File: src/rtl/adc_seq_pkg.sv
package adc_seq_pkg;

    typedef enum logic [1:0] {
        ST_IDLE  = 2'd0,
        ST_ACQ   = 2'd1,
        ST_SETUP = 2'd2,
        ST_CONV  = 2'd3
    } seq_state_t;

    localparam int MAX_DIV_LOG2 = 6;
    localparam int ACQ_W        = 5;

    // log2 of the divide ratio; code bits [1:0] pick the pair, bit 2 doubles
    function automatic logic [2:0] div_shift(input logic [2:0] sel);
        return 3'd1 + {2'b00, sel[2]} + {sel[1:0], 1'b0};
    endfunction

    function automatic logic use_rc(input logic [2:0] sel);
        return sel[1:0] == 2'b11;
    endfunction

    function automatic logic [ACQ_W-1:0] acq_periods(input logic [2:0] sel);
        logic [ACQ_W-1:0] n;
        unique case (sel)
            3'd0:    n = 5'd0;
            3'd1:    n = 5'd2;
            3'd2:    n = 5'd4;
            3'd3:    n = 5'd6;
            3'd4:    n = 5'd8;
            3'd5:    n = 5'd12;
            3'd6:    n = 5'd16;
            default: n = 5'd20;
        endcase
        return n;
    endfunction

endpackage

File: src/rtl/adc_tad_gen.sv
module adc_tad_gen
    import adc_seq_pkg::*;
#(
    parameter int CNT_W = MAX_DIV_LOG2
) (
    input  logic       clk,
    input  logic       rst_n,
    input  logic       run,
    input  logic [2:0] sel,
    input  logic       rc_tick,
    output logic       tick
);

    logic [CNT_W-1:0] cnt_q;
    logic [CNT_W-1:0] limit;

    always_comb begin
        limit = CNT_W'((32'd1 << div_shift(sel)) - 32'd1);
        if (!run)
            tick = 1'b0;
        else if (use_rc(sel))
            tick = rc_tick;
        else
            tick = (cnt_q == limit);
    end

    always_ff @(posedge clk or negedge rst_n) begin
        if (!rst_n)
            cnt_q <= '0;
        else if (!run || tick)
            cnt_q <= '0;
        else
            cnt_q <= cnt_q + 1'b1;
    end

endmodule

File: src/rtl/adc_sar_reg.sv
module adc_sar_reg #(
    parameter int RES_BITS = 10
) (
    input  logic                clk,
    input  logic                rst_n,
    input  logic                begin_conv,
    input  logic                step,
    input  logic                commit,
    input  logic                flush,
    input  logic                cmp_in,
    output logic [RES_BITS-1:0] code,
    output logic [RES_BITS-1:0] result,
    output logic                last
);

    localparam int IDX_W = $clog2(RES_BITS);
    localparam logic [IDX_W-1:0] MSB_IDX = IDX_W'(RES_BITS - 1);

    logic [IDX_W-1:0]    idx_q;
    logic [RES_BITS-1:0] code_q;
    logic [RES_BITS-1:0] res_q;
    logic [RES_BITS-1:0] decided;
    logic [RES_BITS-1:0] next_trial;

    // resolve the bit under trial, and place the following trial bit
    always_comb begin
        decided        = code_q;
        decided[idx_q] = cmp_in;
        next_trial     = '0;
        if (idx_q != '0)
            next_trial[idx_q - 1'b1] = 1'b1;
    end

    always_ff @(posedge clk or negedge rst_n) begin
        if (!rst_n) begin
            code_q <= '0;
            res_q  <= '0;
            idx_q  <= '0;
        end else if (flush || commit) begin
            code_q <= '0;
            idx_q  <= '0;
            if (commit && !flush)
                res_q <= decided;
        end else if (begin_conv) begin
            code_q          <= '0;
            code_q[MSB_IDX] <= 1'b1;
            idx_q           <= MSB_IDX;
        end else if (step) begin
            code_q <= decided | next_trial;
            idx_q  <= idx_q - 1'b1;
        end
    end

    assign code   = code_q;
    assign result = res_q;
    assign last   = (idx_q == '0);

endmodule

File: src/rtl/adc_sar_sequencer.sv
module adc_sar_sequencer
    import adc_seq_pkg::*;
#(
    parameter int RES_BITS = 10
) (
    input  logic                clk,
    input  logic                rst_n,
    input  logic                wr_en,
    input  logic                wr_start,
    input  logic                wr_clr_flag,
    input  logic [2:0]          wr_clk_sel,
    input  logic [2:0]          wr_acq_sel,
    input  logic                rc_tick,
    input  logic                cmp_in,
    output logic                sample_en,
    output logic                busy,
    output logic [RES_BITS-1:0] dac_code,
    output logic [RES_BITS-1:0] result,
    output logic                done_flag
);

    seq_state_t       state_q, state_d;
    logic [2:0]       clk_sel_q, acq_sel_q;
    logic [ACQ_W-1:0] acq_cnt_q, acq_len;
    logic             tick, last, flag_q;
    logic             start_req, abort_req;
    logic             begin_conv, step, commit;

    assign start_req = wr_en && wr_start  && (state_q == ST_IDLE);
    assign abort_req = wr_en && !wr_start && (state_q != ST_IDLE);
    assign acq_len   = acq_periods(acq_sel_q);

    adc_tad_gen #(.CNT_W(MAX_DIV_LOG2)) u_tad (
        .clk(clk), .rst_n(rst_n), .run(state_q != ST_IDLE),
        .sel(clk_sel_q), .rc_tick(rc_tick), .tick(tick)
    );

    adc_sar_reg #(.RES_BITS(RES_BITS)) u_sar (
        .clk(clk), .rst_n(rst_n), .begin_conv(begin_conv), .step(step),
        .commit(commit), .flush(abort_req), .cmp_in(cmp_in),
        .code(dac_code), .result(result), .last(last)
    );

    // next-state logic
    always_comb begin
        state_d = state_q;
        if (abort_req) begin
            state_d = ST_IDLE;
        end else begin
            unique case (state_q)
                ST_IDLE:  if (start_req)
                              state_d = (wr_acq_sel == 3'd0) ? ST_SETUP : ST_ACQ;
                ST_ACQ:   if (tick && acq_cnt_q == acq_len - 1'b1)
                              state_d = ST_SETUP;
                ST_SETUP: if (tick) state_d = ST_CONV;
                ST_CONV:  if (tick && last) state_d = ST_IDLE;
                default:  state_d = ST_IDLE;
            endcase
        end
    end

    // state and configuration registers
    always_ff @(posedge clk or negedge rst_n) begin
        if (!rst_n) begin
            state_q   <= ST_IDLE;
            clk_sel_q <= 3'd0;
            acq_sel_q <= 3'd0;
            acq_cnt_q <= '0;
            flag_q    <= 1'b0;
        end else begin
            state_q <= state_d;
            if (wr_en && state_q == ST_IDLE) begin
                clk_sel_q <= wr_clk_sel;
                acq_sel_q <= wr_acq_sel;
            end
            if (state_q != ST_ACQ)
                acq_cnt_q <= '0;
            else if (tick)
                acq_cnt_q <= acq_cnt_q + 1'b1;
            if (commit)
                flag_q <= 1'b1;
            else if (wr_en && wr_clr_flag)
                flag_q <= 1'b0;
        end
    end

    // outputs and datapath controls
    always_comb begin
        sample_en  = 1'b0;
        busy       = 1'b1;
        begin_conv = 1'b0;
        step       = 1'b0;
        commit     = 1'b0;
        unique case (state_q)
            ST_IDLE: begin
                sample_en = 1'b1;
                busy      = 1'b0;
            end
            ST_ACQ:   sample_en  = 1'b1;
            ST_SETUP: begin_conv = tick && !abort_req;
            ST_CONV: begin
                step   = tick && !abort_req && !last;
                commit = tick && !abort_req && last;
            end
            default: ;
        endcase
    end

    assign done_flag = flag_q;

endmodule

File: config.mk
export PLATFORM = sky130hd
export DESIGN_NAME = adc_sar_sequencer
export DESIGN_NICKNAME = d
export VERILOG_FILES = /design/src/rtl/adc_seq_pkg.sv /design/src/rtl/adc_tad_gen.sv /design/src/rtl/adc_sar_reg.sv /design/src/rtl/adc_sar_sequencer.sv
export SDC_FILE = /design/constraint.sdc
export NUM_CORES = 1
export LEC_CHECK = 0
export ABC_AREA = 1
export BUFFER_PORTS_ARGS = -buffer_cell sky130_fd_sc_hd__clkbuf_2
export CORE_ASPECT_RATIO = 0.75
export CORE_MARGIN = 10
export CORE_UTILIZATION = 58
export DETAILED_ROUTE_END_ITERATION = 8
export PLACE_DENSITY = 0.8
export SKIP_LAST_GASP = 1
export SYNTH_ARGS = -nofsm -noshare
export SYNTH_HDL_FRONTEND = slang
export SYNTH_SLANG_ARGS = --single-unit
File: constraint.sdc
create_clock -name clk -period 2.55 [get_ports clk]
set_input_delay 0.1275 -clock clk [delete_from_list [all_inputs] [get_ports clk]]
set_output_delay 0.1275 -clock clk [all_outputs]
set_load 0.01 [all_outputs]
==> summary.txt, run 1 <==
Power
  – PwrDens: 957 nW/um^2
  – Leak: 1.68 nW
  – Max VDD drop: 0.667 mV

GRT
  – Initial antenna violation count: 0
  – Vias in the first global route: 2270
  – First-pass GRT wire length: 11000 um
  – GRT Util Overall: 0.166
  – Grt ovf: 0
  – Pin count of the biggest net entering global routing: 45

CTS
  – CTS tree: done
  – Clk sinks: 44
  – CTS Buf Count: 5
  – Clk_lat worst skew: 0.30 ns
  – Clock transition at path regs: 0.09 ns
  – CTS H-tree depth: 2
  – Post-CTS Setup Repair Bufs: 0
  – Clock Tree Root: clkbuf_8
  – Maximum clock insertion buffer count: 2

Final layout
  – Share of layout cells above drive strength 1: 0.175
  – Layout area overhead: 13.5%
  – Fin nets: 434
  – Diode count: 0
  – Fillers: 365
  – Fin area: 3160 um^2

Yosys
  – Flops & latches, synth: 44
  – XOR/XNOR share of the synthesized area: 0.0409
  – Main combinational cell family by area after synthesis: simple AND/OR/NAND/NOR gates
  – Post-synth EDFFs: 0
  – Synth unique cells: 32
  – Synth top cells by count: nand2_1 (89), nand3_1 (59), dfrtp_1 (44), nor2_1 (35), inv_1 (34)
  – Cell Area, Synth: 2790 um^2
  – Cell taking the most area after synthesis: dfrtp_1
  – Multiplexer area fraction after synthesis: 0.00404
  – Most numerous cell in the Yosys netlist: nand2_1
  – Share of the synthesized area in the top cell type: 0.395
  – Synthesized area per cell: 7.68 um^2
  – Synth warnings: 0
  – Cells after Synth: 363
  – Post-Synth Adder-Cell Area: 0.0718
  – Compound-Gate Fraction of Synth Area: 0.0956
  – Post-synthesis simple-gate area fraction: 0.324
  – Dominant synthesized flop cell: dfrtp_1
  – Sequential area share after synthesis: 0.395
  – Ys async rst share: 1.00
  – Synthesized Nets: 392
  – Synth area leaders: dfrtp_1 (40%), nand2_1 (12%), nand3_1 (11%)

Floorplanning
  – Die Span Y: 80.0 um
  – Die area: 8010 um^2
  – Initial Utilization: 0.613
  – I/O pin cnt: 36
  – Core Rows: 21
  – Core Region: 4550 um^2
  – Die X: 100 um

Timing
  – # setup viols final: 0
  – RSZ-0062 raised after global routing: no
  – Fmax achieved: 441 MHz
  – Fin Clk Skew: 0.00560 ns
  – Fin. Hold Viols: 0
  – Final slew viol count: 0
  – Worst slew margin: 0.634
  – Post-route setup slack: 0.280 ns
  – TNS Setup: 0 ns
  – Worst Tran Pin Value: 0.549 ns
  – Worst hold slack: 0.0708 ns
  – Crit share post-route: 0.890
  – Tmin final: 2.27 ns

Worst setup path
  – Setup slack, reg-to-reg: 0.28 ns
  – Crit path DAT: 2.45 ns
  – Type of origin of the critical path: register
  – Critical Path Sink Type: register
  – RR Startpoint: clk_sel_q[0]
  – Worst-path maximum fanout: 19
  – Crit-path most repeated cell: nand2_1
  – CP cell instances: nand3_1, ha_1, inv_1, nand2_1, nand2_1, nor2_1, nand3_1, nor2_1, nand2_1, nand2_4, nand2_4, nor2_8, nand2_4, nand2_1, o21ai_2
  – Slowest cell on crit path: dfrtp_1
  – R2r endpoint: u_sar.result[2]
  – Worst Setup Path Type: register to register
  – CP Data Required Time: 2.73 ns
  – R2R cell count: 15
  – Critical path's largest stage delay: 0.46 ns

Placement
  – Placed Area: 3040 um^2
  – Port-buffer cells: 35
  – Routability cong.: 1.00
  – Detailed-placement wirelength estimate: 4940 um
  – Dpl ws: 0.299 ns

Drt
  – Final WL: 6470 um
  – Total iterations of the first detailed-routing run: 5
  – Routed len/inst: 14.0 um
  – Starting DRT DRC Count: 239
  – Routed vias/inst: 5.43
  – Via count: 2514
  – DRC: 0
  – Final antenna-violating net count: 0

Hold path
  – Hold path endpoint: clk_sel_q[0]
  – Hold Path Origin: wr_clk_sel[0]
  – Hold Path Depth: 3
  – Hold Path Class: primary input to register

Job
  – # Max-Cap Violations: 0

Status
  – Status: finished, final reports clean
-- registers in the layout, summed over array words and instances, names as in the netlist --
name          count
acq_cnt_q         5
acq_sel_q         3
clk_sel_q         3
done_flag         1
state_q           2
u_sar.code       10
u_sar.idx_q       4
u_sar.result     10
u_tad.cnt_q       6
-- where the power goes --
group,leakage [nW],switching [mW],internal (mW)
sequential,0.591,0.147,0.818
combinational,1.03,1.00,0.516
clock,0.0541,0.249,0.290
-- worst max-delay path, delay by kind of cell, from the launching register on --
kind | cells | cell delay, ns
compound gates | 1 | 0.06
fa+ha+maj | 1 | 0.33
buf+inv | 1 | 0.04
flops | 1 | 0.46
simple gates | 12 | 1.25
-- cell families (layout without fill, tap and decap cells) --
group,Yosys count,in the layout
mux,1,1
xor+xnor,13,13
flops,44,44
compound gates,44,44
simple gates,198,198
buf+inv,47,90
fa+ha+maj,16,16
-- cell usage in the layout, fill, tap and decap left out, types with 4 or more instances in the layout --
cell type  synthesis  routed
buf_4              0       7
o21ai_0           12      12
clkbuf_8           0       5
o21ai_2            7       7
a21oi_1           16      16
xor2_1            10      10
nor2_1            35      35
o31ai_1            4       4
nand2_1           89      89
inv_2              4       4
nand3_1           59      59
dfrtp_1           44      44
ha_1              16      16
inv_1             34      34
clkbuf_2           0      35
-- per-stage QoR --
stage | std cells | utilization | power, mW
after floorplan | 363 | - | 2.10
after global routing | 463 | 0.696 | 3.29
after detailed placement | 454 | 0.669 | 2.47
after CTS | 463 | 0.696 | 3.01
after global placement | 454 | 0.669 | 2.42
final | 463 | 0.696 | 3.03
-- repair_timing --
action | CTS | global route
gates resized for setup | 0 | 0
hold buffers | 1 | 0
hold endpoints to repair | 44 | 0
-- layer usage --
| layer | GRT usage | vias to the layer above | share of wire |
|---|---|---|---|
| met3 | 0.0424 | 8 | 0.075 |
| met5 | 0 | - | 0 |
| met1 | 0.236 | 1159 | 0.48 |
| met4 | 0.0451 | 0 | 0.0088 |
| li1 | - | 1268 | - |
| met2 | 0.241 | 79 | 0.44 |
-- area by class of cell --
class / instances / area (um^2) / area share
Tap cell: 57 / 71.3 / 0.0226
Clock inverter: 3 / 42.5 / 0.0135
Sequential cell: 44 / 1100 / 0.348
Inverter: 39 / 146 / 0.0463
Timing Repair Buffer: 43 / 238 / 0.0752
Clock buffer: 5 / 68.8 / 0.0218
Multi-Input combinational cell: 272 / 1490 / 0.472
-- worst max-delay path by stage --
| stage | from | to | slack (ns) | cells past startpoint |
|---|---|---|---|---|
| 2_1_floorplan | clk_sel_q[1] | u_sar.result[6] | 0.49 | 17 |
| 3_3_place_gp | clk_sel_q[0] | state_q[1] | 0.36 | 15 |
| 3_5_place_dp | clk_sel_q[1] | u_sar.result[2] | 0.30 | 16 |
| 4_1_cts | clk_sel_q[1] | u_sar.result[2] | 0.28 | 16 |
| 5_1_grt | clk_sel_q[0] | u_sar.result[2] | 0.02 | 15 |
| 6_report | clk_sel_q[0] | u_sar.result[2] | 0.28 | 15 |
Power figures use the tool's default switching activity.
==> inputs of run 2 (changes only) <==
clock period = 2.6 ns   (was 2.55 ns; I/O delays follow)
==> summary.txt, run 2 (synthesis gave the netlist of run 1 again) <==
Status
  – Status: finished, final reports clean (unchanged)

GRT
  – Vias in the first global route: 2307 (was 2270)
  – Pin count of the biggest net entering global routing: 34 (was 45)
  – GRT Util Overall: 0.163 (was 0.166)
  – First-pass GRT wire length: 10800 um (was 11000 um)
  – Initial antenna violation count: 0 (unchanged)
  – Grt ovf: 0 (unchanged)

Timing
  – Fin Clk Skew: 0.00399 ns (was 0.00560 ns)
  – Worst hold slack: 0.0642 ns (was 0.0708 ns)
  – RSZ-0062 raised after global routing: no (unchanged)
  – Fmax achieved: 433 MHz (was 441 MHz)
  – Worst Tran Pin Value: 0.830 ns (was 0.549 ns)
  – Worst slew margin: 0.447 (was 0.634)
  – # setup viols final: 0 (unchanged)
  – TNS Setup: 0 ns (unchanged)
  – Fin. Hold Viols: 0 (unchanged)
  – Final slew viol count: 0 (unchanged)
  – Tmin final: 2.31 ns (was 2.27 ns)
  – Crit share post-route: 0.888 (was 0.890)

Worst setup path
  – Worst Setup Path Type: register to register (unchanged)
  – Worst-path maximum fanout: 19 (unchanged)
  – Type of origin of the critical path: register (unchanged)
  – Family with the most delay on the worst path: simple AND/OR/NAND/NOR gates (unchanged)
  – Slowest cell on crit path: dfrtp_1 (unchanged)
  – Crit path DAT: 2.49 ns (was 2.45 ns)
  – CP cell instances: inv_2, nand3_1, ha_1, inv_1, nand2_1, nand2_1, nor2_1, nand3_1, nor2_1, nand2_1, nand2_4, nand2_4, nor2_8, nand2_4, nand2_1, o21ai_0 (was nand3_1, ha_1, inv_1, nand2_1, nand2_1, nor2_1, nand3_1, nor2_1, nand2_1, nand2_4, nand2_4, nor2_8, nand2_4, nand2_1, o21ai_2)
  – Sum of buffers and inverters on the critical path: 2 (was 1)
  – CP Data Required Time: 2.78 ns (was 2.73 ns)
  – Critical Path Sink Type: register (unchanged)
  – Critical path's largest stage delay: 0.46 ns (about the same)
  – Crit-path most repeated cell: nand2_1 (unchanged)

CTS
  – Clk sinks: 44 (unchanged)
  – Clk_lat worst skew: 0.30 ns (about the same)
  – Clock transition at path regs: 0.09 ns (about the same)
  – CTS Buf Count: 5 (unchanged)
  – CTS tree: done (unchanged)
  – Maximum clock insertion buffer count: 2 (unchanged)
  – CTS H-tree depth: 2 (unchanged)
  – Clock Tree Root: clkbuf_8 (unchanged)

Power
  – Total power: 2.89 mW (was 3.03 mW)
  – Max VDD drop: 0.584 mV (was 0.667 mV)
  – Leak: 1.66 nW (was 1.68 nW)
  – PwrDens: 919 nW/um^2 (was 957 nW/um^2)

Final layout
  – Fin nets: 433 (was 434)
  – Commonest non-fill, non-tap cells in the layout: nand2_1 (89), nand3_1 (59), dfrtp_1 (44) (unchanged)
  – Layout area overhead: 12.8% (was 13.5%)
  – Share of layout cells above drive strength 1: 0.173 (was 0.175)
  – Fin area: 3140 um^2 (was 3160 um^2)
  – Fillers: 390 (was 365)
  – Final design utilization: 0.692 (was 0.696)
  – Most common cell after layout, fill and taps aside: nand2_1 (unchanged)
  – Diode count: 0 (unchanged)

Drt
  – Final antenna-violating net count: 0 (unchanged)
  – DRC: 0 (unchanged)
  – Routed vias/inst: 5.52 (was 5.43)
  – Via count: 2548 (was 2514)
  – Starting DRT DRC Count: 235 (was 239)
  – Total iterations of the first detailed-routing run: 4 (was 5)
  – Final WL: 6460 um (was 6470 um)
  – Routed len/inst: 14.0 um (about the same)

Placement
  – Detailed-placement wirelength estimate: 4870 um (was 4940 um)
  – Routability cong.: 0.986 (was 1.00)
  – Port-buffer cells: 35 (unchanged)
  – Placed Area: 3030 um^2 (was 3040 um^2)

Floorplanning
  – Die area: 8010 um^2 (unchanged)
  – Initial Utilization: 0.613 (unchanged)
  – Core Region: 4550 um^2 (unchanged)
  – Die X: 100 um (unchanged)
  – Die Span Y: 80.0 um (unchanged)
  – Core Rows: 21 (unchanged)
  – I/O pin cnt: 36 (unchanged)

Job
  – # Max-Cap Violations: 0 (unchanged)

Hold path
  – Hold Path Class: primary input to register (unchanged)
-- run 2: timing repair --
action / CTS / global route
gates resized for setup: 0 / 1
setup endpoints to repair: 0 / 1
hold buffers: 1 / 0
buffers inserted: 0 / 0
endpoints found under the hold margin: 31 / 0
-- run 2: final cells by class --
type,count,area (um^2),area share
clock inverter,3,23.8,0.00756
multi-input combinational,272,1500,0.478
inverter,39,146,0.0466
tap,57,71.3,0.0227
clock buffer,5,68.8,0.0219
sequential,44,1100,0.350
timing repair buffer,42,230,0.0732
-- run 2: final timing paths --
check | startpoint | endpoint | slack [ns] | cells past startpoint
max | clk_sel_q[1] | u_sar.result[0] | 0.29 | 16
min | wr_clr_flag | done_flag | 0.06 | 4
max reg2reg | clk_sel_q[1] | u_sar.result[0] | 0.29 | 16
min reg2reg | u_sar.result[7] | u_sar.result[7] | 0.48 | 2
max in group asynchronous | rst_n | u_sar.result[5] | 1.54 | 3
min in group asynchronous | rst_n | acq_cnt_q[3] | 0.45 | 2
-- run 2: per-layer routing --
layer  up-vias  share of wire  routed length, um  GRT usage
li1       1272              -                  -          -
met1      1187           0.47               3060      0.226
met2        81           0.44               2840      0.236
met3         8          0.079                508     0.0580
met4         0         0.0074                 48     0.0352
met5         -              0                  0          0
-- run 2: power breakdown --
group	internal (mW)	switching, mW	total, mW
Clock	0.190	0.256	0.447
Sequential	0.803	0.152	0.955
Combinational	0.499	0.990	1.49
Total	1.49	1.40	2.89
-- run 2: worst min-delay path, delay by kind of cell --
kind / cells / cell delay (ns)
buffers and inverters: 1 / 0.07
and+or+nand+nor: 3 / 0.13
-- run 2: stage by stage --
stage | cells | worst slack, ns
final | 462 | 0.292
after global routing | 462 | 0.0572
after CTS | 462 | 0.228
after detailed placement | 453 | 0.247
after global placement | 453 | 0.284
after floorplan | 363 | 0.544
==> inputs of run 3 (changes only) <==
BUFFER_PORTS_ARGS = default   (was -buffer_cell sky130_fd_sc_hd__clkbuf_2)
CORE_UTILIZATION = 62   (was 58)
DONT_BUFFER_PORTS = 1   (was default)
PLACE_DENSITY = 0.78   (was 0.8)
==> summary.txt, run 3 (synthesis gave the netlist of run 1 again) <==
Timing
  – Worst hold slack: 0.110 ns (was 0.0642 ns)
  – Fin Clk Skew: 0.00866 ns (was 0.00399 ns)
  – Crit share post-route: 0.891 (was 0.888)
  – Fmax achieved: 432 MHz (was 433 MHz)
  – Fin. Hold Viols: 0 (unchanged)
  – Worst Tran Pin Value: 0.431 ns (was 0.830 ns)
  – RSZ-0062 raised after global routing: no (unchanged)
  – # setup viols final: 0 (unchanged)
  – TNS Setup: 0 ns (unchanged)
  – Final slew viol count: 0 (unchanged)
  – Worst slew margin: 0.710 (was 0.447)
  – Post-route setup slack: 0.283 ns (was 0.292 ns)
  – Tmin final: 2.32 ns (was 2.31 ns)

Floorplanning
  – I/O pin cnt: 36 (unchanged)
  – Die area: 7600 um^2 (was 8010 um^2)
  – Core Rows: 21 (unchanged)
  – Die Span Y: 78.1 um (was 80.0 um)
  – Core Region: 4410 um^2 (was 4550 um^2)
  – Initial Utilization: 0.631 (was 0.613)
  – Die X: 97.4 um (was 100 um)

Final layout
  – Fin nets: 406 (was 433)
  – Fillers: 342 (was 390)
  – Most common cell after layout, fill and taps aside: nand2_1 (unchanged)
  – Layout area overhead: 9.83% (was 12.8%)
  – Share of layout cells above drive strength 1: 0.0926 (was 0.173)
  – Register Area: 1100 um^2 (unchanged)
  – Commonest non-fill, non-tap cells in the layout: nand2_1 (89), nand3_1 (59), dfrtp_1 (44) (unchanged)
  – Multi-input gate area: 1490 um^2 (was 1500 um^2)
  – Diode count: 0 (unchanged)
  – Fin cells: 435 (was 462)

CTS
  – Maximum clock insertion buffer count: 2 (unchanged)
  – CTS Hold Bufs: 10 (was 1)
  – Clock Tree Root: clkbuf_8 (unchanged)
  – CTS Buf Count: 5 (unchanged)
  – PostCTS Resize Cnt: 0 (unchanged)
  – Clk sinks: 44 (unchanged)
  – Clk_lat worst skew: 0.30 ns (about the same)
  – Post-CTS Setup Repair Bufs: 0 (unchanged)
  – Clock transition at path regs: 0.09 ns (about the same)
  – CTS H-tree depth: 2 (unchanged)
  – CTS tree: done (unchanged)

Worst setup path
  – CP cell instances: nand3_1, ha_1, inv_1, nand2_1, nand2_1, nor2_1, nand3_1, nor2_1, nand2_1, nand2_4, nand2_4, nor2_8, nand2_4, o21ai_0 (was inv_2, nand3_1, ha_1, inv_1, nand2_1, nand2_1, nor2_1, nand3_1, nor2_1, nand2_1, nand2_4, nand2_4, nor2_8, nand2_4, nand2_1, o21ai_0)
  – Worst Setup Path Type: register to register (unchanged)
  – Crit path DAT: 2.52 ns (was 2.49 ns)
  – Type of origin of the critical path: register (unchanged)
  – Worst-path maximum fanout: 19 (unchanged)
  – Critical Path Sink Type: register (unchanged)
  – Critical path's largest stage delay: 0.46 ns (about the same)
  – CP Data Required Time: 2.81 ns (was 2.78 ns)
  – Slowest cell on crit path: dfrtp_1 (unchanged)
  – R2R cell count: 14 (was 16)

Power
  – Reg power frac: 0.340 (was 0.330)
  – Max VDD drop: 0.576 mV (was 0.584 mV)
  – Int Power: 1.49 mW (about the same)
  – Net Sw Frac: 0.480 (was 0.484)
  – Leak: 1.54 nW (was 1.66 nW)
  – Clock power share: 0.153 (was 0.155)
  – Switching power: 1.38 mW (was 1.40 mW)
  – Comb pwr share: 0.507 (was 0.515)
  – PwrDens: 938 nW/um^2 (was 919 nW/um^2)

Drt
  – Routed vias/inst: 5.64 (was 5.52)
  – Final antenna-violating net count: 0 (unchanged)
  – Starting DRT DRC Count: 225 (was 235)
  – Via count: 2453 (was 2548)
  – DRC: 0 (unchanged)
  – Total iterations of the first detailed-routing run: 5 (was 4)
  – Final WL: 6560 um (was 6460 um)
  – Routed len/inst: 15.1 um (was 14.0 um)

Job
  – # Max-Cap Violations: 0 (unchanged)

Placement
  – Port-buffer cells: 0 (was 35)
  – Detailed-placement wirelength estimate: 4830 um (was 4870 um)
  – Dpl ws: 0.300 ns (was 0.247 ns)
  – Routability cong.: 0.945 (was 0.986)
  – Dpl cells: 417 (was 453)

GRT
  – Initial antenna violation count: 0 (unchanged)
  – Pin count of the biggest net entering global routing: 45 (was 34)
  – Vias in the first global route: 2254 (was 2307)
  – GRT Util Overall: 0.169 (was 0.163)
  – First-pass GRT wire length: 10800 um (about the same)
  – Grt ovf: 0 (unchanged)

Hold path
  – Hold Path Class: primary input to register (unchanged)
  – Hold Path Depth: 4 (unchanged)

Status
  – Status: finished, final reports clean (unchanged)
[run 3: changes by cell type in the layout (fill, tap and decap cells not counted)]
| cell | change |
|---|---|
| clkbuf_2 | -35 |
| dlygate4sd3_1 | +8 |
| buf_16 | +1 |
| buf_4 | -1 |
| nand4_2 | +1 |
| nand4_4 | -1 |
[run 3: layer usage]
| metal | vias to the layer above | GRT usage | wire length (um) |
|---|---|---|---|
| li1 | 1214 | - | - |
| met1 | 1126 | 0.230 | 3000 |
| met2 | 105 | 0.247 | 2890 |
| met3 | 8 | 0.0516 | 584 |
| met4 | 0 | 0.0638 | 88 |
| met5 | - | 0 | 0 |
[run 3: power groups by stage]
stage / clock [mW] / combinational [mW] / sequential (mW)
after CTS: 0.453 / 1.43 / 0.974
after global routing: 0.470 / 1.64 / 0.995
final: 0.440 / 1.45 / 0.976
after floorplan: 0 / 1.12 / 0.939
after global placement: 0 / 1.36 / 0.977
after detailed placement: 0 / 1.39 / 0.986
[run 3: final timing paths]
| check | startpoint | endpoint | slack, ns |
|---|---|---|---|
| hold / removal | wr_en | state_q[0] | 0.11 |
| setup / recovery | clk_sel_q[0] | u_sar.result[0] | 0.28 |
| hold reg to reg | u_tad.cnt_q[0] | u_tad.cnt_q[0] | 0.53 |
| min in group asynchronous | rst_n | acq_cnt_q[2] | 0.32 |
| max in group asynchronous | rst_n | state_q[0] | 2.06 |
| setup reg to reg | clk_sel_q[0] | u_sar.result[0] | 0.28 |
[run 3: through the flow]
step            util  power, mW  area, um^2
5_1_grt        0.693       3.11        3060
2_1_floorplan      -       2.06        2790
4_1_cts        0.693       2.86        3060
3_3_place_gp   0.646       2.34        2850
6_report       0.693       2.87        3060
3_5_place_dp   0.646       2.38        2850
[run 3: area by class of cell]
| type | instances | area share |
|---|---|---|
| inverters | 39 | 0.0478 |
| repair buffers | 15 | 0.0507 |
| well taps | 57 | 0.0233 |
| clock buffers | 5 | 0.0225 |
| multi-input cells | 272 | 0.488 |
| flip-flops and latches | 44 | 0.360 |
| clock inverters | 3 | 0.00777 |
[run 3: worst max-delay path: cells and delay by family (launching register included)]
kind	cells	cell delay [ns]
compound gates	1	0.24
fa+ha+maj	1	0.34
buf+inv	1	0.04
flops	1	0.46
simple gates	11	1.14
